## src/rtl/limb_shl.sv

```systemverilog
module limb_shl #(
  parameter int W = 64
) (
  input  logic         clk,
  input  logic         rst_n,
  input  logic         in_valid,
  output logic         in_ready,
  input  logic         in_start,
  input  logic         in_last,
  input  logic [W-1:0] in_limb,
  input  logic [W-1:0] in_amt,
  input  logic [W-1:0] in_shin,
  output logic         out_valid,
  input  logic         out_ready,
  output logic [W-1:0] out_limb,
  output logic         out_last,
  output logic         ovf_valid,
  output logic [W-1:0] ovf_limb
);
  localparam int AW = $clog2(W);

  logic [AW-1:0]  n;
  logic [2*W-1:0] dbl;
  logic [W-1:0]   rot, mask, cin, merged, cout, carry_q;
  logic           take;

  assign n      = in_amt[AW-1:0];
  assign dbl    = {in_limb, in_limb} << n;
  assign rot    = dbl[2*W-1:W];
  assign mask   = {W{1'b1}} << n;
  assign cin    = in_start ? in_shin : carry_q;
  assign merged = (rot & mask) | (cin & ~mask);
  assign cout   = rot & ~mask;

  assign in_ready = !out_valid || out_ready;
  assign take     = in_valid && in_ready;

  always_ff @(posedge clk) begin
    if (!rst_n) begin
      out_valid <= 1'b0;
      ovf_valid <= 1'b0;
      out_last  <= 1'b0;
      out_limb  <= '0;
      ovf_limb  <= '0;
      carry_q   <= '0;
    end else if (in_ready) begin
      out_valid <= in_valid;
      ovf_valid <= in_valid && in_last;
      if (in_valid) begin
        out_limb <= merged;
        out_last <= in_last;
        carry_q  <= cout;
        if (in_last) ovf_limb <= cout;
      end
    end
  end
endmodule

```

## config.mk

```make
export PLATFORM = sky130hd
export DESIGN_NAME = limb_shl
export DESIGN_NICKNAME = d
export VERILOG_FILES = /design/src/rtl/limb_shl.sv
export SDC_FILE = /design/constraint.sdc
export NUM_CORES = 1
export LEC_CHECK = 0
export BUFFER_PORTS_ARGS = -buffer_cell sky130_fd_sc_hd__buf_2
export CAP_MARGIN = 20
export CORE_UTILIZATION = 25
export CTS_CLUSTER_DIAMETER = 100
export DETAILED_ROUTE_END_ITERATION = 16
export HOLD_SLACK_MARGIN = 0.1
export SLEW_MARGIN = 40
export SYNTH_ARGS = -nofsm -noshare
export SYNTH_HDL_FRONTEND = slang
export SYNTH_SLANG_ARGS = --single-unit
```

## constraint.sdc

```tcl
create_clock -name clk -period 2.85 [get_ports clk]
set_input_delay 0.1425 -clock clk [delete_from_list [all_inputs] [get_ports clk]]
set_output_delay 0.1425 -clock clk [all_outputs]
set_load 0.01 [all_outputs]
```

==> key figures <==
Global route
  – GRT Total Usage: 26.0%
  – Vias in the first global route: 14000
  – Largest net degree at the start of global routing: 94
  – Initial antenna violation count: 2
  – First-pass GRT wire length: 104 mm
  – Grt ovf: 0

STA
  – Hold Slack: 0.117 ns
  – Final-report max-slew violation count: 0
  – Final Hold Viols: 0
  – RSZ-0062 raised after global routing: false
  – Final Critical Period: 2.43 ns
  – Setup-violating endpoint count in the final report: 0
  – Crit share post-route: 85.2%
  – Layout Skew: 0.0130 ns
  – Slew @ Worst Pin: 0.864 ns
  – Worst slew margin: 41.9%
  – Max Clk Rate: 412 MHz

Synth
  – Unique cell type count in the Yosys netlist: 72
  – Register area share after synthesis: 28.4%
  – Yosys warns: 0
  – Yosys top cell by area: dfxtp_1
  – Top-area cell type share of the netlist area: 28.4%
  – Number of synthesized flops with an enable pin: 0
  – Synth top area cells: dfxtp_1 (28%), mux4_2 (15%), mux2i_1 (8.5%), mux2_2 (5.3%), nand2_1 (4.9%)
  – Post-synth ARST share: 0%
  – Ys flop type: dfxtp_1
  – Avg Synthesized Cell Area: 8.71 um^2
  – Seq cells post-synth: 193
  – Mapped Cells: 1561
  – Synthesized Nets: 1759
  – Cell Area, Synth: 13600 um^2

Critical path
  – CP Max Fanout: 37
  – CP most frequent cell: buf_4
  – RR Startpoint: out_valid
  – Critical path cell sequence: buf_4 -> buf_4 -> nand2_1 -> nand2b_1 -> nor2_1 -> nor3_1 -> buf_4 -> nand2_1 -> a21oi_1
  – Reg2reg end: ovf_limb[10]
  – Crit-path max cell delay: 0.74 ns
  – Largest delay share family, worst path: simple AND/OR/NAND/NOR gates
  – Critical Path AT: 2.83 ns
  – Worst Path Buf+Inv: 3
  – FF-to-FF path depth: 6
  – Crit end category: register
  – CP startpoint kind: primary input
  – CP Class: primary input to register
  – Reg2reg setup slack: 0.56 ns
  – CP required: 3.25 ns
  – CP startpoint: in_amt[0]
  – Slowest-stage cell, CP: nor3_1

Die
  – Top-Level Pins: 330
  – Rows: 85
  – Die height: 235 um
  – CORE AREA: 53800 um^2
  – Die area: 55300 um^2
  – Die width: 235 um
  – Starting Density: 25.3%

Power and ir drop
  – Total power: 8810 uW
  – Static Leak: 0.00712 uW
  – Maximum vdd drop: 0.000310 V
  – Pwr dens: 507 nW/um^2

Clocking
  – Max Root-Sink Buffers: 2
  – Postcts setup bufs: 0
  – CTS tree: yes
  – CTS Hold Buffers Added: 10
  – Clk slew on worst S/H paths: 0.07 ns
  – Clock Tree Root: clkbuf_16
  – Clk Latency, worst-skew pair: 0.48 ns
  – Total clock buffers created by CTS: 17
  – TritonCTS Sinks: 193
  – # resized after CTS: 0
  – Htree depth: 4

Routing
  – Detailed-route DRC error count: 0
  – Drt total wl: 73.7 mm
  – Via count: 14900
  – WL/cell: 28.6 um
  – DRT iter0 DRCs: 1650
  – DRT Pass-1 Iters: 7
  – Via-to-Cell Ratio: 5.78
  – Routed Antenna Nets: 0

Final layout
  – Most frequent cells in the layout: buf_2 (266), dfxtp_1 (193), nand2_1 (176)
  – Synth-to-layout area growth: 27.7%
  – Layout net count: 2066
  – Share of cells above drive strength 1: 34.2%
  – Commonest non-fill, non-tap cell in the layout: buf_2
  – Final core occ: 32.3%
  – Ant diodes: 0

Placed design
  – Post-DP HPWL: 58.1 mm
  – Buffers added on ports: 269
  – GPL Wtd Cong: 1.00

Worst hold path
  – Worst hold path type: primary input to register
  – Hold Crit Start: in_shin[55]
  – Hold Crit Endpoint: out_limb[55]
  – Worst Hold Depth: 4

Run status
  – Outcome: complete, no violations

Run
  – Max cap viols: 0
layer usage:
| metal | global-route usage [%] | wire length (um) | vias to the layer above |
|---|---|---|---|
| li1 | - | - | 6540 |
| met1 | 36.5 | 32400 | 7401 |
| met2 | 39.5 | 32400 | 873 |
| met3 | 4.66 | 6280 | 89 |
| met4 | 9.82 | 2580 | 2 |
| met5 | 0 | 13 | - |
sequential cells by signal, indices dropped and copies added, names as in the netlist:
name and flops:
carry_q 63, out_last 1, out_limb 64, out_valid 1, ovf_limb 63, ovf_valid 1
cells by family after synthesis:
logic type             count (synthesis)  share of synthesized area, %
AOI/OAI and AO/OA                    459                          21.7
buffers and inverters                163                          5.29
DFF                                  193                          28.4
muxes                                275                          29.4
other                                  1                        0.0276
and+or+nand+nor                      470                          15.2
worst min-delay path, delay by kind of cell:
kind	cells	cell delay, ns
compound gates	2	0.20
mux	1	0.13
buf+inv	1	0.09
worst max-delay path by stage:
stage               depth (start not counted)  slack [ns]           end
detailed placement                         10       -0.08  out_limb[27]
CTS                                        10        0.42  out_limb[27]
global route                               10        0.28  out_limb[27]
finish                                      9        0.42  ovf_limb[50]
global placement                            9       -0.07  out_limb[27]
floorplan                                   7        0.57  out_limb[53]
layout make-up:
type	count	area [um^2]
multi-input combinational	1205	9050
inverter	9	33.8
clock inverter	10	194
sequential	193	3860
clock buffer	22	464
fill	5679	36500
tap	696	871
timing repair buffer	442	2880
where the power goes:
part | leakage (uW) | internal [uW] | switching (uW)
combinational | 0.00522 | 1180 | 1880
clock | 0.000320 | 1620 | 1140
sequential | 0.00158 | 2870 | 113
synthesized netlist by cell type, drive strengths merged, types with 21 or more instances:
cell	n
a21oi	120
mux4	92
a22oi	22
a31oi	21
nand2	178
o21ai	127
buf	63
nor2	134
mux2i	117
nor3	25
dfxtp	193
mux2	66
clkbuf	91
nand3	62
stage by stage:
stage               setup TNS [ns]  area, um^2  std cells  worst slack [ns]
detailed placement         -0.0763       16600       2535           -0.0763
CTS                              0       17400       2577             0.422
finish                           0       17400       2577             0.423
global placement           -0.0729       16600       2535           -0.0729
floorplan                        0       13600       1561             0.567
global route                     0       17400       2577             0.283
(Power assumes the default switching activity.)
